<file path="config.mk">
export PLATFORM = sky130hd
export DESIGN_NAME = fdiag_encoder
export DESIGN_NICKNAME = d
export VERILOG_FILES = /design/src/rtl/fdiag_pkg.sv /design/src/rtl/fdiag_chan_filter.sv /design/src/rtl/fdiag_reg.sv /design/src/rtl/fdiag_status.sv /design/src/rtl/fdiag_encoder.sv
export SDC_FILE = /design/constraint.sdc
export NUM_CORES = 1
export LEC_CHECK = 0
export BUFFER_PORTS_ARGS = -buffer_cell sky130_fd_sc_hd__buf_2
export CORE_ASPECT_RATIO = 1.25
export CORE_MARGIN = 2
export CORE_UTILIZATION = 35
export CTS_CLUSTER_SIZE = 24
export DETAILED_ROUTE_END_ITERATION = 16
export PLACE_DENSITY = 0.66
export SYNTH_ARGS = -nofsm -noshare
export SYNTH_HDL_FRONTEND = slang
export SYNTH_SLANG_ARGS = --single-unit
export TNS_END_PERCENT = 50
</file>
<file path="constraint.sdc">
create_clock -name clk -period 1.75 [get_ports clk]
set_input_delay 0.2625 -clock clk [delete_from_list [all_inputs] [get_ports clk]]
set_output_delay 0.2625 -clock clk [all_outputs]
set_load 0.01 [all_outputs]
</file>
<file path="src/rtl/fdiag_pkg.sv">
package fdiag_pkg;
   typedef logic [1:0] code_t;
   localparam code_t CODE_NORMAL   = 2'b11;
   localparam code_t CODE_OVERLOAD = 2'b10;
   localparam code_t CODE_OPEN     = 2'b01;
   localparam code_t CODE_SHORTGND = 2'b00;
   localparam int    NUM_CH        = 2;
   localparam int    WORD_W        = 8;
endpackage

</file>
<file path="src/rtl/fdiag_chan_filter.sv">
module fdiag_chan_filter
   import fdiag_pkg::*;
#(
   parameter int FILT_TICKS = 16
) (
   input  logic  clk,
   input  logic  rst_n,
   input  logic  clr,
   input  logic  ovl_raw,
   input  logic  open_raw,
   input  logic  sgnd_raw,
   input  logic  ch_on,
   output code_t hit_code,
   output logic  hit,
   output logic  qualified
);
   localparam int CNT_W = $clog2(FILT_TICKS + 1);
   localparam logic [CNT_W-1:0] LIM    = CNT_W'(FILT_TICKS);
   localparam logic [CNT_W-1:0] LIM_M1 = CNT_W'(FILT_TICKS - 1);

   code_t            cls;
   code_t            cls_q;
   logic [CNT_W-1:0] cnt;

   // precedence: overload (on) > short to ground (off) > open load
   always_comb begin
      if (ovl_raw && ch_on)        cls = CODE_OVERLOAD;
      else if (sgnd_raw && !ch_on) cls = CODE_SHORTGND;
      else if (open_raw)           cls = CODE_OPEN;
      else                         cls = CODE_NORMAL;
   end

   always_ff @(posedge clk or negedge rst_n) begin
      if (!rst_n) begin
         cnt   <= '0;
         cls_q <= CODE_NORMAL;
      end else if (clr) begin
         cnt   <= '0;
         cls_q <= CODE_NORMAL;
      end else begin
         cls_q <= cls;
         if (cls == CODE_NORMAL)  cnt <= '0;
         else if (cls != cls_q)   cnt <= CNT_W'(1);
         else if (cnt != LIM)     cnt <= cnt + CNT_W'(1);
      end
   end

   assign hit       = !clr && (cls != CODE_NORMAL) && (cls == cls_q) && (cnt == LIM_M1);
   assign hit_code  = cls;
   assign qualified = (cnt == LIM);

   assert_cnt_bound_R2: assert property (@(posedge clk) disable iff (!rst_n)
      cnt <= LIM);
   assert_hit_holds_R2: assert property (@(posedge clk) disable iff (!rst_n)
      hit |=> qualified);
   assert_qual_class_R2: assert property (@(posedge clk) disable iff (!rst_n)
      qualified |-> cls_q != CODE_NORMAL);
endmodule

</file>
<file path="src/rtl/fdiag_reg.sv">
module fdiag_reg
   import fdiag_pkg::*;
(
   input  logic                clk,
   input  logic                rst_n,
   input  logic                clr,
   input  logic [NUM_CH-1:0]   hit,
   input  code_t [NUM_CH-1:0]  hit_code,
   input  logic [NUM_CH-1:0]   ot_raw,
   input  logic                ic_warn_raw,
   output logic [WORD_W-1:0]   diag_word
);
   code_t [NUM_CH-1:0] code_q;
   logic               ot_flag_q;
   logic               warn_q;

   for (genvar g = 0; g < NUM_CH; g++) begin : g_ch
      always_ff @(posedge clk or negedge rst_n) begin
         if (!rst_n)          code_q[g] <= CODE_NORMAL;
         else if (clr)        code_q[g] <= CODE_NORMAL;
         else if (ot_raw[g])  code_q[g] <= CODE_OVERLOAD;
         else if (hit[g])     code_q[g] <= hit_code[g];
      end
   end

   always_ff @(posedge clk or negedge rst_n) begin
      if (!rst_n) begin
         ot_flag_q <= 1'b1;
         warn_q    <= 1'b1;
      end else if (clr) begin
         ot_flag_q <= 1'b1;
         warn_q    <= 1'b1;
      end else begin
         ot_flag_q <= ot_flag_q & ~(|ot_raw);
         warn_q    <= warn_q & ~ic_warn_raw;
      end
   end

   assign diag_word = {2'b11, code_q[1], code_q[0], ot_flag_q, warn_q};

   assert_clear_R7: assert property (@(posedge clk) disable iff (!rst_n)
      clr |=> diag_word == 8'hFF);
   assert_ot0_bypass_R5: assert property (@(posedge clk) disable iff (!rst_n)
      (!clr && ot_raw[0]) |=> (diag_word[3:2] == CODE_OVERLOAD) && !diag_word[1]);
   assert_ot1_bypass_R5: assert property (@(posedge clk) disable iff (!rst_n)
      (!clr && ot_raw[1]) |=> (diag_word[5:4] == CODE_OVERLOAD) && !diag_word[1]);
   assert_sticky_R6: assert property (@(posedge clk) disable iff (!rst_n)
      (!clr && hit == '0 && ot_raw == '0 && !ic_warn_raw) |=> $stable(diag_word));
endmodule

</file>
<file path="src/rtl/fdiag_status.sv">
module fdiag_status
   import fdiag_pkg::*;
(
   input  logic [NUM_CH-1:0] in_lvl,
   input  logic [NUM_CH-1:0] qualified,
   input  logic [NUM_CH-1:0] ot_raw,
   output logic [NUM_CH-1:0] status
);
   for (genvar g = 0; g < NUM_CH; g++) begin : g_st
      assign status[g] = in_lvl[g] ^ (qualified[g] | ot_raw[g]);
   end
endmodule

</file>
<file path="src/rtl/fdiag_encoder.sv">
module fdiag_encoder
   import fdiag_pkg::*;
#(
   parameter int FILT_TICKS = 16
) (
   input  logic       clk,
   input  logic       rst_n,
   input  logic       diag_clr,
   input  logic [1:0] ovl_raw,
   input  logic [1:0] open_raw,
   input  logic [1:0] sgnd_raw,
   input  logic [1:0] otemp_raw,
   input  logic       ic_warn_raw,
   input  logic [1:0] ch_on,
   input  logic [1:0] in_lvl,
   output logic [7:0] diag_word,
   output logic       fault_n,
   output logic [1:0] status
);
   if (FILT_TICKS < 2) begin : g_bad_filt
      $error("FILT_TICKS must be at least 2");
   end
   if (NUM_CH != 2 || WORD_W != 8) begin : g_bad_layout
      $error("diagnosis word layout assumes two channels in eight bits");
   end

   logic  [NUM_CH-1:0] hit;
   code_t [NUM_CH-1:0] hit_code;
   logic  [NUM_CH-1:0] qualified;

   for (genvar g = 0; g < NUM_CH; g++) begin : g_filt
      fdiag_chan_filter #(.FILT_TICKS(FILT_TICKS)) u_filt (
         .clk       (clk),
         .rst_n     (rst_n),
         .clr       (diag_clr),
         .ovl_raw   (ovl_raw[g]),
         .open_raw  (open_raw[g]),
         .sgnd_raw  (sgnd_raw[g]),
         .ch_on     (ch_on[g]),
         .hit_code  (hit_code[g]),
         .hit       (hit[g]),
         .qualified (qualified[g])
      );
   end

   fdiag_reg u_reg (
      .clk         (clk),
      .rst_n       (rst_n),
      .clr         (diag_clr),
      .hit         (hit),
      .hit_code    (hit_code),
      .ot_raw      (otemp_raw),
      .ic_warn_raw (ic_warn_raw),
      .diag_word   (diag_word)
   );

   fdiag_status u_status (
      .in_lvl    (in_lvl),
      .qualified (qualified),
      .ot_raw    (otemp_raw),
      .status    (status)
   );

   // every bit of the word reads 1 only when nothing is latched
   assign fault_n = &diag_word;

   assert_fault_pin_R8: assert property (@(posedge clk) disable iff (!rst_n)
      (!diag_clr && (|otemp_raw || ic_warn_raw)) |=> !fault_n);
   assert_fault_release_R8: assert property (@(posedge clk) disable iff (!rst_n)
      diag_clr |=> fault_n);
   assert_status_ot0_R9: assert property (@(posedge clk) disable iff (!rst_n)
      otemp_raw[0] |-> status[0] != in_lvl[0]);
   assert_status_ot1_R9: assert property (@(posedge clk) disable iff (!rst_n)
      otemp_raw[1] |-> status[1] != in_lvl[1]);
endmodule

</file>
== Yosys cells after proc, flatten, opt, wreduce, memory -nomap -nowiden ==
Index checks and enable logic that the tools add are counted.

* Add/subtract/negate cells: 2
* Eq/ne operators: 14
* Mux-type cells: 24
* Bitwise gates (word level): 8
* Reduce and logical (&&, ||, !) cells: 19

{| class="wikitable"
|+ Operator list
! cell !! number
|-
| two-way mux 5 bit || 8
|-
| two-way mux 2 bit || 14
|-
| adder 5 x 1 -> 5 bit (second input constant) || 2
|-
| == test 5 x 4 -> 1 bit (second input constant) || 2
|-
| == test 5 bit (second input constant) || 2
|-
| logical AND 1 bit || 10
|-
| inequality test 5 bit (second input constant) || 2
|-
| nonzero test 4 bit || 2
|-
| AND reduction 6 bit || 1
|-
| nonzero test 3 bit || 2
|-
| == test 2 bit || 2
|-
| == test 2 bit (second input constant) || 2
|-
| inequality test 2 bit || 2
|-
| inequality test 2 bit (second input constant) || 2
|-
| zero test 1 bit || 3
|-
| bitwise AND 1 bit || 2
|-
| two-way mux 1 bit || 2
|-
| NOT 1 bit || 2
|-
| OR 1 bit || 2
|-
| OR reduction 2 bit || 1
|-
| bitwise XOR 1 bit || 2
|}

* Bits in registers: 20
* Input bits: 16
* Output and inout port bits: 11
* Word-level logic and storage cells: 75

== Depth between registers and ports, before layout ==
Gate-level depths: netlist (run 1).

* Depth in word-level cells: 11
* Depth in mapped cells: 7
* Gate-level depth less buffers: 6

== Hierarchy ==
A second synthesis (run 1) with hierarchy kept.

* Cell total of the unflattened synthesis: 116
* Area, all modules: 1271.2 µm²

{| class="wikitable"
|+ By module, submodules not included
! module !! instances !! cells each !! area each (µm²) !! sequential area each (µm²)
|-
| fdiag_chan_filter || 2 || 42 || 470.5 || 177.7
|-
| fdiag_reg || 1 || 25 || 284.0 || 157.7
|-
| fdiag_status || 1 || 4 || 30.0 || 0.0
|-
| fdiag_encoder || 1 || 3 || 16.3 || 0.0
|}

== Worst setup path after synthesis (run 1) ==
No wires, ideal clock.

* Path kind: register to register
* Start point: register g_filt[0].u_filt.cnt[0]
* End point: register u_reg.code_q, in the netlist u_reg.diag_word[2]
* Library setup time: 0.099 ns
* Data arrival time: 1.494 ns
* Setup slack: 0.158 ns
* Cell stages (with the launch flop): 7
* Cell sequence: dfrtp_1 -> ha_1 -> and3_1 -> ha_1 -> o211a_4 -> a311o_1 -> o311ai_1

* Cells in the longest elaborated chain, start to end: 3

{| class="wikitable"
|+ RTL lines
! element !! RTL line !! source
|-
| from (decl) || fdiag_chan_filter.sv:23 || <nowiki>logic [CNT_W-1:0] cnt;</nowiki>
|-
| from (signal assigned) || fdiag_chan_filter.sv:44 || <nowiki>else if (cnt != LIM) cnt <= cnt + CNT_W'(1);</nowiki>
|-
| == test 5 x 4 -> 1 bit || fdiag_chan_filter.sv:48 || <nowiki>assign hit = !clr && (cls != CODE_NORMAL) && (cls == cls_q) && (cnt == LIM_M1);</nowiki>
|-
| logical AND 1 bit || fdiag_chan_filter.sv:48 ||
|-
| nonzero test 3 bit (no source line) || n/a ||
|-
| to (signal, indexed assignment) || fdiag_reg.sv:22 || <nowiki>else if (hit[g]) code_q[g] <= hit_code[g];</nowiki>
|-
| to (decl) || fdiag_reg.sv:13 || <nowiki>code_t [NUM_CH-1:0] code_q;</nowiki>
|}

No other way between the ends.
A chain may end at the register's enable or synchronous reset.

== Worst setup path in the final report (run 1) ==
* Start point: register g_filt[1].u_filt.cnt[1]
* End point: output port status[1]

* Cells in the longest elaborated chain, start to end: 3

{| class="wikitable"
|+ RTL lines
! element !! RTL line !! source
|-
| from (decl) || fdiag_chan_filter.sv:23 ||
|-
| from (signal assigned) || fdiag_chan_filter.sv:44 ||
|-
| == test 5 bit || fdiag_chan_filter.sv:50 || <nowiki>assign qualified = (cnt == LIM);</nowiki>
|-
| OR 1 bit || fdiag_status.sv:10 || <nowiki>assign status[g] = in_lvl[g] ^ (qualified[g] | ot_raw[g]);</nowiki>
|-
| bitwise XOR 1 bit || fdiag_status.sv:10 ||
|-
| to (decl) || fdiag_encoder.sv:18 || <nowiki>output logic [1:0] status</nowiki>
|}

No other way between the ends.

==> flow_summary_export.csv, run 1 <==
group,metric,value,unit
grt,grtUsageTotal,0.132,
worst_hold_path,min_path_cells,2,
yosys,synth_mux_area_frac,0.0381,
worst_setup_path,critical_path_required,1.49,ns
clocking,clock_latency,0.26,ns
routing,firstDrtPassIters,4,
timing,rsz0062_at_grt,"true",
timing,fin_crit_sh,0.982,
routing,antenna_left,0,
final_layout,num-nets-final,175,
floorplanning,rows,23,
placed_design,io_buffers,24,
yosys,yosysMostFrequentCell,"inv_1",
routing,wl,2520,um
worst_setup_path,cp_max_fo,4,
yosys,yosysTopAreaCell,"dfstp_2",
power,total_power,1.01,mW
clocking,clk_pin_slew,0.07,ns
floorplanning,dieArea,0.00396,mm2
timing,slew_viol_final,0,
yosys,synth-simple-area-share,0.167,
grt,antenna_found_initial,0,
clocking,root_buffer,"clkbuf_8",
yosys,synth.distinct_cells,45,
grt,grt_max_degree,21,
worst_setup_path,rr_worst_depth,6,
yosys,synthTopCellsByArea,"dfstp_2 22%, dfrtp_1 21%, ha_1 6.2%, xnor2_1 5.8%, inv_1 4.9%",
run,max_cap_viol_count,0,
routing,via_count,957,
placed_design,place.gp.congestion,0.831,
placed_design,dp_hpwl,2000,um
floorplanning,coreArea,0.00325,mm2
worst_hold_path,min-delay-start,"ic_warn_raw",
yosys,synth_xor_xnor_area_share,0.0722,
grt,gr-total-overflow,0,
timing,setup_tns,0,ns
worst_setup_path,path_class,"register to primary output",
routing,drt_iter0_drc,37,
clocking,cts.sinks,20,
worst_setup_path,r2r_slack,0.05,ns
final_layout,area_growth,22.4,%
power,vdd_drop_max,0.000441,V
yosys,syn_avg_cell_area,10.0,um2
clocking,htree_levels,1,
floorplanning,ioPinCount,27,
yosys,ys_seq_elements,20,
worst_setup_path,critPathLaunchType,"register",
yosys,postSynthCellCount,121,
routing,post_drt_wl_per_cell,13.3,um
worst_setup_path,cp-end-kind,"primary output",
timing,clock_skew,0.00857,ns
clocking,cts_buffers,3,
worst_setup_path,cp.arrival,1.46,ns
final_layout,antenna_cells,0,
yosys,async_reset_ff_frac,1.00,
timing,setup_viol,0,
worst_setup_path,r2r_end,"u_reg.diag_word[2]$_DFFE_PN1P_",
clocking,clk_path_buf_depth,2,
timing,max_freq,582,MHz
yosys,syn_area,0.00121,mm2
final_layout,drive_gt1_frac,0.395,
grt,grt_pass1_wl,4210,um
outcome,status,"finished, final reports clean",
floorplanning,die_y,69.8,um
floorplanning,die_w,56.7,um
yosys,ys_top_cells_by_count,"16 x inv_1, 10 x dfrtp_1, 10 x dfstp_2",
power,powerDensity,683,mW/mm2
worst_setup_path,r2r_start,"g_filt[0].u_filt.cnt[0]$_DFFE_PN0P_",
clocking,cts_tree,"done",
yosys,synth-compound-area-share,0.154,
yosys,synth_ff_type,"dfstp_2",
yosys,ys_warn_count,0,
grt,grt_pass1_vias,978,
routing,vias_per_cell,5.06,
timing,layout_min_cycle_time,1.72,ns
yosys,synth_edf_count,0,
yosys,synth_fa_ha_area_frac,0.0619,
yosys,yosysTopAreaCellShare,0.216,
timing,hold_viol_final,0,
routing,post-route-drc-count,0,
yosys,seq_area_frac_synth,0.423,
worst_hold_path,min_path_type,"primary input to register",
power,leakagePower,0.668,nW
floorplanning,start_util,0.373,
worst_hold_path,holdPathEnd,"u_reg.warn_q$_DFF_PN1_",
yosys,synth_top_family_by_area,"simple AND/OR/NAND/NOR gates",
cells by family after synthesis:
kind of cell | count (synthesis)
and+or+nand+nor | 34
AOI/OAI and AO/OA | 24
buffers and inverters | 22
DFF | 20
xor gates and xnor gates | 10
adders and majority gates | 6
muxes | 4
other | 1
critical path, stage by stage (launching register included):
cell      delay, ns
dfrtp_1        0.42
inv_1          0.07
ha_2           0.16
nor4bb_4       0.23
nor2_2         0.06
xnor2_1        0.12
buf_2          0.14
how the worst max path moves through the flow:
stage	from	endpoint	slack (ns)	cells past startpoint
2_1_floorplan	g_filt[0].u_filt.cnt[0]$_DFFE_PN0P_	u_reg.diag_word[2]$_DFFE_PN1P_	0.16	6
3_3_place_gp	g_filt[0].u_filt.cnt[0]$_DFFE_PN0P_	u_reg.diag_word[2]$_DFFE_PN1P_	0.14	6
3_5_place_dp	g_filt[0].u_filt.cnt[1]$_DFFE_PN0P_	u_reg.diag_word[2]$_DFFE_PN1P_	0.07	6
4_1_cts	g_filt[0].u_filt.cnt[0]$_DFFE_PN0P_	status[0]	0.006	6
5_1_grt	g_filt[1].u_filt.cnt[1]$_DFFE_PN0P_	status[1]	-0.09	6
6_report	g_filt[1].u_filt.cnt[1]$_DFFE_PN0P_	status[1]	0.03	6
cells in the final DEF (no fill, tap or decap), drive strengths merged, types with 2 or more instances in the layout:
cell type / count
a31oi: 2
mux2i: 2
dfrtp: 10
nor2: 8
o311ai: 2
nand3: 4
buf: 31
a21oi: 3
mux2: 2
inv: 16
o21ai: 5
dfstp: 10
nand2: 6
ha: 6
conb: 2
o211a: 2
a311o: 2
xor2: 2
nor3: 5
and3: 2
xnor2: 8
nor3b: 2
clkbuf: 4
o211ai: 3
metal layers:
layer  vias up  wire [um]  global-route usage
li1        475          -                   -
met5         -          0                   0
met2        24       1360               0.258
met3         2        130              0.0168
met1       456       1010               0.145
met4         0         14              0.0317
area by class of cell:
cell class / count / area (um2)
multi-input cells: 80 / 628
well taps: 37 / 46.3
repair buffers: 32 / 183
fillers: 316 / 1770
inverters: 16 / 60.1
flip-flops and latches: 20 / 513
clock buffers: 4 / 55.1
where the power goes:
group | internal (mW) | switching [mW]
sequential | 0.490 | 0.0157
combinational | 0.0743 | 0.0929
clock | 0.200 | 0.142
total | 0.764 | 0.250
state kept, by name (all words and copies together) (netlist names):
name,flops
g_filt.u_filt.cnt,10
u_reg.warn_q,1
u_reg.diag_word,4
g_filt.u_filt.cls_q,4
u_reg.ot_flag_q,1
what timing repair did:
item / CTS / global route
hold buffers: 1 / 0
setup buffers: 1 / 3
hold endpoints to repair: 10 / 0
gates resized for setup: 2 / 6
setup endpoints to repair: 1 / 4
stage by stage:
step / utilization / cells / worst slack (ns) / hold slack, ns / cell area (um2)
global route: 0.457 / 189 / -0.0876 / 0.130 / 1490
global placement: 0.421 / 180 / 0.135 / 0.234 / 1370
detailed placement: 0.421 / 180 / 0.0718 / 0.235 / 1370
floorplan: - / 122 / 0.158 / -0.0331 / 1220
CTS: 0.447 / 186 / 0.00560 / 0.136 / 1460
finish: 0.457 / 189 / 0.0313 / 0.139 / 1490
Power figures use the tool's default switching activity.
==> run 2: changes to the inputs <==
--- a/config.mk
+++ b/config.mk
@@ -8,10 +8,10 @@
 export BUFFER_PORTS_ARGS = -buffer_cell sky130_fd_sc_hd__buf_2
 export CORE_ASPECT_RATIO = 1.25
 export CORE_MARGIN = 2
-export CORE_UTILIZATION = 35
+export CORE_UTILIZATION = 45
 export CTS_CLUSTER_SIZE = 24
 export DETAILED_ROUTE_END_ITERATION = 16
-export PLACE_DENSITY = 0.66
+export PLACE_DENSITY = 0.78
 export SYNTH_ARGS = -nofsm -noshare
 export SYNTH_HDL_FRONTEND = slang
 export SYNTH_SLANG_ARGS = --single-unit
==> constraint.sdc (replaced) <==
create_clock -name clk -period 2.15 [get_ports clk]
set_input_delay 0.3225 -clock clk [delete_from_list [all_inputs] [get_ports clk]]
set_output_delay 0.3225 -clock clk [all_outputs]
set_load 0.01 [all_outputs]
==> run 2 against run 1 <==
Clock skew up 0.0068 ns; sequential share of layout area up 1.4 points; global-route usage up 5.3 points; clock power down 9.4%; largest power group unchanged; sequential power down 18%; total power down 16%; cell count down 3.7%; routed wire length up 4.2%; register-to-register slack better by 0.38 ns.
==> flow_summary_export.csv, run 2 (same netlist as run 1, synthesis figures left out) <==
group,metric,value,unit
clocking,cts.sinks,20,
routing,vias_per_cell,5.29,
final_layout,area_growth,17.5,%
floorplanning,ioPinCount,27,
placed_design,io_buffers,24,
final_layout,final_common_cell,"buf_2",
floorplanning,dieArea,0.00313,mm2
routing,post-route-drc-count,0,
grt,antenna_found_initial,0,
timing,slew_viol_final,0,
clocking,htree_levels,1,
final_layout,final_cell_mix,"24 x buf_2, 16 x inv_1, 10 x dfstp_2, 10 x dfrtp_1",
grt,grt_pass1_vias,975,
final_layout,drive_gt1_frac,0.338,
timing,fin_crit_sh,0.927,
clocking,clk_pin_slew,0.12,ns
power,leakagePower,0.645,nW
grt,grtUsageTotal,0.185,
timing,max_freq,502,MHz
final_layout,final_core_util,0.543,
final_layout,num-nets-final,171,
worst_hold_path,min_path_type,"primary input to register",
timing,setup_tns,0,ns
clocking,cts_tree,"done",
routing,drt_iter0_drc,20,
floorplanning,die_y,62.1,um
clocking,clock_latency,0.31,ns
timing,clock_skew,0.0154,ns
grt,grt_pass1_wl,4270,um
clocking,post_cts_resized,0,
floorplanning,rows,21,
final_layout,largest_register,"g_filt.u_filt.cnt",
timing,hold_viol_final,0,
final_layout,largest_register_ffs,10,
routing,wl,2620,um
worst_setup_path,cp_max_fo,4,
routing,antenna_left,0,
routing,firstDrtPassIters,4,
worst_setup_path,critPathLaunchType,"register",
timing,layout_min_cycle_time,1.99,ns
clocking,root_buffer,"clkbuf_4",
timing,rsz0062_at_grt,"false",
worst_setup_path,cp-end-kind,"primary output",
run,max_cap_viol_count,0,
final_layout,antenna_cells,0,
worst_setup_path,path_class,"register to primary output",
routing,post_drt_wl_per_cell,14.4,um
clocking,cts_buffers,3,
power,powerDensity,597,mW/mm2
clocking,clk_path_buf_depth,2,
worst_setup_path,critical_path_required,1.83,ns
floorplanning,coreArea,0.00263,mm2
grt,grt_max_degree,21,
power,vdd_drop_max,0.000334,V
grt,gr-total-overflow,0,
placed_design,dp_hpwl,2050,um
floorplanning,die_w,50.5,um
outcome,status,"finished, final reports clean",
floorplanning,start_util,0.462,
routing,via_count,963,
worst_setup_path,cp.arrival,1.67,ns
placed_design,place.gp.congestion,0.763,
timing,setup_viol,0,
[run 2: changes by cell type in the layout (fill, tap and decap cells not counted), moves of 2 or more]
cell	previous run	this run
inv_1	14	16
nor2_2	2	0
buf_4	7	3
clkbuf_4	0	3
nor2_1	6	8
clkbuf_8	4	0
inv_2	2	0
[run 2: what timing repair did]
action,4_1_cts,5_1_grt
buffers inserted,0,1
endpoints found under the hold margin,10,0
endpoints found under the setup margin,0,1
hold buffers,1,0
[run 2: per-layer routing]
layer	part of all wire	up-vias	global-route usage
met2	0.56	32	0.376
met1	0.38	460	0.193
met3	0.048	5	0.0263
met4	0.014	0	0.0734
li1	-	466	-
met5	0	-	0
[run 2: cell type report]
class | instances | area [um2]
multi-input combinational | 80 | 606
sequential | 20 | 513
clock inverter | 1 | 30.0
inverter | 16 | 60.1
timing repair buffer | 28 | 153
fill | 251 | 1200
clock buffer | 3 | 22.5
tap | 34 | 42.5
[run 2: final timing paths]
check / from / endpoint / slack (ns) / depth (start not counted)
max in group asynchronous: rst_n / g_filt[0].u_filt.cls_q[1]$_DFF_PN1_ / 1.32 / 2
worst min register to register: u_reg.ot_flag_q$_DFF_PN1_ / u_reg.ot_flag_q$_DFF_PN1_ / 0.51 / 2
worst min-delay path: ic_warn_raw / u_reg.warn_q$_DFF_PN1_ / 0.13 / 2
min in group asynchronous: rst_n / g_filt[1].u_filt.cnt[0]$_DFFE_PN0P_ / 0.47 / 2
worst max-delay path: g_filt[0].u_filt.cnt[0]$_DFFE_PN0P_ / status[0] / 0.16 / 6
worst max register to register: g_filt[0].u_filt.cnt[0]$_DFFE_PN0P_ / u_reg.diag_word[2]$_DFFE_PN1P_ / 0.43 / 6
[run 2: power breakdown]
part           switching, mW  leakage (nW)  internal (mW)  total, mW
registers             0.0136         0.242          0.399      0.413
logic                 0.0742         0.375         0.0554      0.130
clock network          0.120        0.0279          0.189      0.309
[run 2: worst max-delay path: stages (launching register included)]
cell and delay, ns:
dfrtp_1 0.43, inv_1 0.12, ha_1 0.15, nor4b_4 0.28, nor2_1 0.09, xnor2_1 0.14, buf_2 0.15
[run 2: per-stage QoR]
step | setup WS [ns] | cells | hold slack, ns | power (mW) | instance area [um2]
6_report | 0.157 | 182 | 0.135 | 0.851 | 1430
2_1_floorplan | 0.558 | 122 | 0.0269 | 0.496 | 1220
5_1_grt | 0.0326 | 182 | 0.119 | 0.891 | 1430
3_5_place_dp | 0.436 | 176 | 0.296 | 0.547 | 1360
3_3_place_gp | 0.532 | 176 | 0.286 | 0.540 | 1360
4_1_cts | 0.0706 | 181 | 0.134 | 0.856 | 1420
